[config.mk]
export PLATFORM = sky130hd
export DESIGN_NAME = dual_wiper_ctrl
export DESIGN_NICKNAME = d
export VERILOG_FILES = /design/src/rtl/dual_wiper_pkg.sv /design/src/rtl/pin_sync.sv /design/src/rtl/spi_frame_rx.sv /design/src/rtl/wiper_cmd_decode.sv /design/src/rtl/wiper_bank.sv /design/src/rtl/dual_wiper_ctrl.sv
export SDC_FILE = /design/constraint.sdc
export NUM_CORES = 1
export LEC_CHECK = 0
export CORE_ASPECT_RATIO = 0.8
export CORE_MARGIN = 5
export CORE_UTILIZATION = 50
export DETAILED_ROUTE_END_ITERATION = 12
export PLACE_DENSITY = 0.72
export SYNTH_ARGS = -nofsm -noshare
export SYNTH_HDL_FRONTEND = slang
export SYNTH_SLANG_ARGS = --single-unit
[constraint.sdc]
create_clock -name clk -period 2.25 [get_ports clk]
set_clock_uncertainty 0.1 [all_clocks]
set_input_delay 0.3375 -clock clk [delete_from_list [all_inputs] [get_ports clk]]
set_output_delay 0.3375 -clock clk [all_outputs]
set_load 0.1 [all_outputs]
[src/rtl/dual_wiper_pkg.sv]
package dual_wiper_pkg;
  // Operation field decoded from command bits [5:4]
  typedef enum logic [1:0] {
    OP_IDLE_A = 2'b00,
    OP_LOAD   = 2'b01,
    OP_SLEEP  = 2'b10,
    OP_IDLE_B = 2'b11
  } wiper_op_e;

  localparam int OP_FIELD_LSB = 4;
endpackage

[src/rtl/pin_sync.sv]
module pin_sync #(
  parameter int   WIDTH   = 1,
  parameter int   STAGES  = 2,
  parameter logic [WIDTH-1:0] IDLE = '0
) (
  input  logic             clk,
  input  logic             rst,
  input  logic [WIDTH-1:0] d,
  output logic [WIDTH-1:0] q
);
  logic [WIDTH-1:0] stage_q [STAGES];

  generate
    for (genvar s = 0; s < STAGES; s++) begin : g_stage
      always_ff @(posedge clk) begin
        if (rst) stage_q[s] <= IDLE;
        else if (s == 0) stage_q[s] <= d;
        else stage_q[s] <= stage_q[(s == 0) ? 0 : s-1];
      end
    end
  endgenerate

  assign q = stage_q[STAGES-1];
endmodule

[src/rtl/spi_frame_rx.sv]
module spi_frame_rx #(
  parameter int FRAME_W = 16
) (
  input  logic               clk,
  input  logic               rst,
  input  logic               sck_s,
  input  logic               cs_n_s,
  input  logic               mosi_s,
  output logic [FRAME_W-1:0] frame,
  output logic               frame_ok,
  output logic               miso,
  output logic               sck_fall,
  output logic               cs_fall
);
  localparam int CNT_W   = $clog2(FRAME_W + 2);
  localparam int CNT_SAT = FRAME_W + 1;

  logic               sck_d, cs_d;
  logic               sck_rise, cs_rise;
  logic [FRAME_W-1:0] shreg;
  logic [CNT_W-1:0]   edge_cnt;

  always_ff @(posedge clk) begin
    if (rst) begin
      sck_d <= 1'b0;
      cs_d  <= 1'b1;
    end else begin
      sck_d <= sck_s;
      cs_d  <= cs_n_s;
    end
  end

  assign sck_rise = sck_s  & ~sck_d & ~cs_n_s;
  assign sck_fall = ~sck_s & sck_d  & ~cs_n_s;
  assign cs_fall  = ~cs_n_s & cs_d;
  assign cs_rise  = cs_n_s  & ~cs_d;

  always_ff @(posedge clk) begin
    if (rst) begin
      shreg    <= '0;
      edge_cnt <= '0;
      miso     <= 1'b0;
      frame_ok <= 1'b0;
    end else begin
      frame_ok <= cs_rise && (edge_cnt == CNT_W'(FRAME_W));
      if (cs_fall) begin
        edge_cnt <= '0;
        miso     <= shreg[FRAME_W-1];
      end else begin
        if (sck_rise) begin
          shreg <= {shreg[FRAME_W-2:0], mosi_s};
          if (edge_cnt != CNT_W'(CNT_SAT)) edge_cnt <= edge_cnt + 1'b1;
        end
        if (sck_fall) miso <= shreg[FRAME_W-1];
      end
    end
  end

  assign frame = shreg;
endmodule

[src/rtl/wiper_cmd_decode.sv]
module wiper_cmd_decode
  import dual_wiper_pkg::*;
#(
  parameter int FRAME_W = 16,
  parameter int DATA_W  = 8,
  parameter int NUM_CH  = 2
) (
  input  logic               clk,
  input  logic               rst,
  input  logic               frame_ok,
  input  logic [FRAME_W-1:0] frame,
  output logic [NUM_CH-1:0]  wr_mask,
  output logic [NUM_CH-1:0]  sd_mask,
  output logic [DATA_W-1:0]  wr_data
);
  localparam int CMD_W = FRAME_W - DATA_W;

  logic [CMD_W-1:0]  cmd;
  wiper_op_e         op;
  logic [NUM_CH-1:0] sel;

  assign cmd = frame[FRAME_W-1:DATA_W];
  assign op  = wiper_op_e'(cmd[OP_FIELD_LSB+1:OP_FIELD_LSB]);
  assign sel = cmd[NUM_CH-1:0];

  always_ff @(posedge clk) begin
    if (rst) begin
      wr_mask <= '0;
      sd_mask <= '0;
      wr_data <= '0;
    end else begin
      wr_mask <= '0;
      sd_mask <= '0;
      if (frame_ok) begin
        wr_data <= frame[DATA_W-1:0];
        case (op)
          OP_LOAD:  wr_mask <= sel;
          OP_SLEEP: sd_mask <= sel;
          default:  ;
        endcase
      end
    end
  end
endmodule

[src/rtl/wiper_bank.sv]
module wiper_bank #(
  parameter int DATA_W = 8,
  parameter int NUM_CH = 2,
  parameter logic [DATA_W-1:0] MID = 8'h80
) (
  input  logic                     clk,
  input  logic                     rst,
  input  logic                     preset_n_s,
  input  logic                     hold_off_n_s,
  input  logic [NUM_CH-1:0]        wr_mask,
  input  logic [NUM_CH-1:0]        sd_mask,
  input  logic [DATA_W-1:0]        wr_data,
  output logic [NUM_CH*DATA_W-1:0] codes,
  output logic [NUM_CH-1:0]        off
);
  logic [NUM_CH-1:0] sleep_q;

  generate
    for (genvar c = 0; c < NUM_CH; c++) begin : g_ch
      always_ff @(posedge clk) begin
        if (rst || !preset_n_s) codes[c*DATA_W +: DATA_W] <= MID;
        else if (wr_mask[c])    codes[c*DATA_W +: DATA_W] <= wr_data;
      end

      always_ff @(posedge clk) begin
        if (rst)             sleep_q[c] <= 1'b0;
        else if (wr_mask[c]) sleep_q[c] <= 1'b0;
        else if (sd_mask[c]) sleep_q[c] <= 1'b1;
      end

      always_ff @(posedge clk) begin
        if (rst) off[c] <= 1'b0;
        else     off[c] <= sleep_q[c] | ~hold_off_n_s;
      end
    end
  endgenerate
endmodule

[src/rtl/dual_wiper_ctrl.sv]
module dual_wiper_ctrl #(
  parameter int DATA_W      = 8,
  parameter int NUM_CH      = 2,
  parameter int FRAME_W     = 16,
  parameter int SYNC_STAGES = 2
) (
  input  logic                     clk,
  input  logic                     rst,
  input  logic                     spi_sck,
  input  logic                     spi_cs_n,
  input  logic                     spi_mosi,
  output logic                     spi_miso,
  input  logic                     preset_n,
  input  logic                     hold_off_n,
  output logic [NUM_CH*DATA_W-1:0] wiper_code,
  output logic [NUM_CH-1:0]        chan_off
);
  localparam logic [DATA_W-1:0] MID_CODE = DATA_W'(1) << (DATA_W - 1);

  logic [4:0]         pins_s;
  logic               sck_s, cs_n_s, mosi_s, preset_n_s, hold_off_n_s;
  logic [FRAME_W-1:0] frame;
  logic               frame_ok, sck_fall, cs_fall;
  logic [NUM_CH-1:0]  wr_mask, sd_mask;
  logic [DATA_W-1:0]  wr_data;

  pin_sync #(.WIDTH(5), .STAGES(SYNC_STAGES), .IDLE(5'b11010)) u_sync (
    .clk (clk),
    .rst (rst),
    .d   ({hold_off_n, preset_n, spi_cs_n, spi_mosi, spi_sck}),
    .q   (pins_s)
  );
  assign {hold_off_n_s, preset_n_s, cs_n_s, mosi_s, sck_s} = pins_s;

  spi_frame_rx #(.FRAME_W(FRAME_W)) u_rx (
    .clk      (clk),
    .rst      (rst),
    .sck_s    (sck_s),
    .cs_n_s   (cs_n_s),
    .mosi_s   (mosi_s),
    .frame    (frame),
    .frame_ok (frame_ok),
    .miso     (spi_miso),
    .sck_fall (sck_fall),
    .cs_fall  (cs_fall)
  );

  wiper_cmd_decode #(.FRAME_W(FRAME_W), .DATA_W(DATA_W), .NUM_CH(NUM_CH)) u_dec (
    .clk      (clk),
    .rst      (rst),
    .frame_ok (frame_ok),
    .frame    (frame),
    .wr_mask  (wr_mask),
    .sd_mask  (sd_mask),
    .wr_data  (wr_data)
  );

  wiper_bank #(.DATA_W(DATA_W), .NUM_CH(NUM_CH), .MID(MID_CODE)) u_bank (
    .clk          (clk),
    .rst          (rst),
    .preset_n_s   (preset_n_s),
    .hold_off_n_s (hold_off_n_s),
    .wr_mask      (wr_mask),
    .sd_mask      (sd_mask),
    .wr_data      (wr_data),
    .codes        (wiper_code),
    .off          (chan_off)
  );
endmodule

==> run summary <==
Setup Crit Path Kind: reg -> reg
Tmin final: 1.73 ns
synth warn: 0
P_leak: 0.984 nW
max frequency: 579 MHz
Net Count, Synth: 254
Reg clk slew, reported paths: 0.07 ns
Seq/Total Area, Yosys: 0.574
routed via count: 1635
hold_buf cts: 0
Post-synth ARST share: 0
WL final: 4070 microns
Switching Share: 0.204
maximum VDD drop: 0.498 mV
setup TNS: 0 ns
Synth Area in XOR/XNOR: 0
Worst-Skew Late Latency: 0.32 ns
adder-cell share of the synthesized area: 0.0161
clk buf depth: 2
Slew Limit Fails: 0
Area Overhead vs Synth: 18.7%
Pwr Density: 796 nW/um^2
global route overflow: 0
Worst slew margin: 0.476
H-tree Lvls: 3
Initial DRC Count: 84
crit start category: register
Post-Syn Area per Cell: 9.57 sq um
Slew @ Worst Pin: 0.775 ns
vias in the first global route: 1510
cell depth of the worst flop-to-flop path: 3
crit-path max FO: 8
post_cts resized: 0
critical path required time: 2.40 ns
synthesized flop and latch total: 67
total global-route track usage: 0.144
Row Count: 22
status: finished, final reports clean
clk sinks: 67
worst min path class: reg -> reg
ANT nets after route: 0
worst reg-to-reg setup slack: 0.52 ns
compound-cell area share of the yosys netlist: 0.0637
input/output buffers: 25
root buf cell: clkbuf_8
Flop pwr share: 0.546
Final setup viols: 0
Top FF cell, synth: dfxtp_1
Layout Nets: 279
WHS Endpoint: u_sync.stage_q[1][4]
Distinct cells, synth: 27
WP data arrival: 1.87 ns
r2r startpoint: u_sync.stage_q[1][0]
Starting Density: 0.511
FF-to-FF End: u_rx.edge_cnt[3]
Ant. Diodes: 0
Die X: 86.4 microns
vias per cell: 4.90
maxcap violations: 0
dpl hpwl: 2740 microns
synthesized cell area: 2340 sq um
Avg WL per Cell: 12.2 microns
CTS Buf Count: 9
drt drc: 0
first-pass GRT wire length: 6900 microns
EDFF count, synth: 0
worst hold slack: 0.307 ns
post-synthesis mux area share: 0.107
largest net degree at the start of global routing: 43
Cell Int Power: 1.76 mW
share of cells above drive strength 1: 0.161
Clock power frac: 0.426
largest family of logic cells by synthesized area: simple AND/OR/NAND/NOR gates
die area: 6150 sq um
area of the core: 4570 sq um
combinational share of power: 0.028
Post-CTS Setup Bufs: 0
Synth Area in Simple Gates: 0.209
RSZ-0062 raised after global routing: false
Ports: 26
Die Height: 71.1 microns
hold path start: u_sync.stage_q[0][4]
Final period util: 0.767
GPL Wtd Cong: 0.759
final number of hold-violating endpoints: 0
crit end category: register
Mapped Cells: 244
Power, Total: 2.21 mW
initial antenna violation count: 0
hold path cells: 1
DR pass1 iterations: 4
CTS tree: yes
Sw Pwr: 0.450 mW
cells by family after synthesis:
kind of cell | after synthesis
and+or+nand+nor | 103
muxes | 25
buffers and inverters | 18
AOI/OAI and AO/OA | 28
adders and majority gates | 3
DFF | 67
per-layer routing:
metal | share of wire | global-route usage | vias to the layer above
li1 | - | - | 860
met1 | 0.51 | 0.186 | 748
met2 | 0.45 | 0.216 | 25
met3 | 0.043 | 0.0512 | 2
met4 | 0.0034 | 0.0640 | 0
met5 | 0 | 0 | -
sequential cells by signal, indices dropped and copies added, names as in the netlist:
signal	cells
u_bank.codes	16
u_rx.frame	16
u_sync.stage_q	10
u_dec.wr_data	8
u_rx.edge_cnt	5
u_bank.off	2
u_bank.sleep_q	2
u_dec.sd_mask	2
u_dec.wr_mask	2
u_rx.cs_d	1
u_rx.frame_ok	1
u_rx.miso	1
u_rx.sck_d	1
metrics by stage:
stage	cell area, sq um	worst slack [ns]	instances	util
after global placement	2580	0.477	318	0.564
after detailed placement	2580	0.454	318	0.564
after global routing	2770	0.340	334	0.607
final	2770	0.524	334	0.607
after CTS	2770	0.529	334	0.607
after floorplan	2340	0.646	244	-
cell usage in the layout, fill, tap and decap left out:
cell	instances
nand2_1	41
clkbuf_1	1
a21oi_1	22
and3_1	1
clkdlybuf4s50_1	6
clkinv_2	3
inv_1	4
or4b_1	1
mux2i_1	25
or2_2	7
or3b_1	1
nand4bb_1	1
ha_1	3
o31ai_1	1
or4_1	1
clkbuf_8	10
buf_4	21
clkinvlp_4	1
o21ai_0	3
clkinv_1	1
dfxtp_1	67
nand3_1	5
or3_1	3
bufinv_16	1
o21bai_1	1
nor4b_2	1
nor3_1	4
o2111ai_1	1
nand2b_1	1
nor2b_1	6
nor2_1	28
nor4bb_1	2
area by class of cell:
class                           instances  area [sq um]
Timing Repair Buffer                   27           218
Tap cell                               60          75.1
Sequential cell                        67          1340
Clock inverter                          5          52.6
Multi-Input combinational cell        159           926
Clock buffer                           11           141
Inverter                                5          18.8
Fill cell                             406          1800
power by group through the flow:
| stage | clock [mW] | combinational [mW] | sequential (mW) |
|---|---|---|---|
| after floorplan | 0 | 0.0368 | 1.24 |
| after global placement | 0 | 0.0622 | 1.23 |
| after detailed placement | 0 | 0.0629 | 1.23 |
| after CTS | 0.971 | 0.0631 | 1.21 |
| after global routing | 1.01 | 0.0683 | 1.21 |
| final | 0.941 | 0.0620 | 1.21 |
cell usage after synthesis (4+ instances only):
cell type | number | area share
nor2b_1 | 6 | 0.016
dfxtp_1 | 67 | 0.57
clkbuf_1 | 12 | 0.019
nand2_1 | 41 | 0.066
nor3_1 | 4 | 0.0086
inv_1 | 4 | 0.0064
nor2_1 | 28 | 0.045
a21oi_1 | 22 | 0.047
nand3_1 | 5 | 0.011
mux2i_1 | 25 | 0.11
or2_2 | 7 | 0.019
worst max-delay path by stage:
| stage | from | to | depth (start not counted) |
|---|---|---|---|
| 2_1_floorplan | u_sync.stage_q[1][2] | u_rx.edge_cnt[3] | 4 |
| 3_3_place_gp | rst | u_bank.codes[14] | 4 |
| 3_5_place_dp | rst | u_bank.codes[1] | 4 |
| 4_1_cts | u_sync.stage_q[1][2] | u_rx.edge_cnt[3] | 3 |
| 5_1_grt | u_rx.edge_cnt[1] | u_rx.edge_cnt[1] | 5 |
| 6_report | u_sync.stage_q[1][0] | u_rx.edge_cnt[3] | 3 |
critical path: stages, from the launching register on:
cell	delay, ns
dfxtp_1	0.39
or3b_1	0.48
or4_1	0.53
a21oi_1	0.15
No activity file was read; power rests on OpenSTA's default activity.
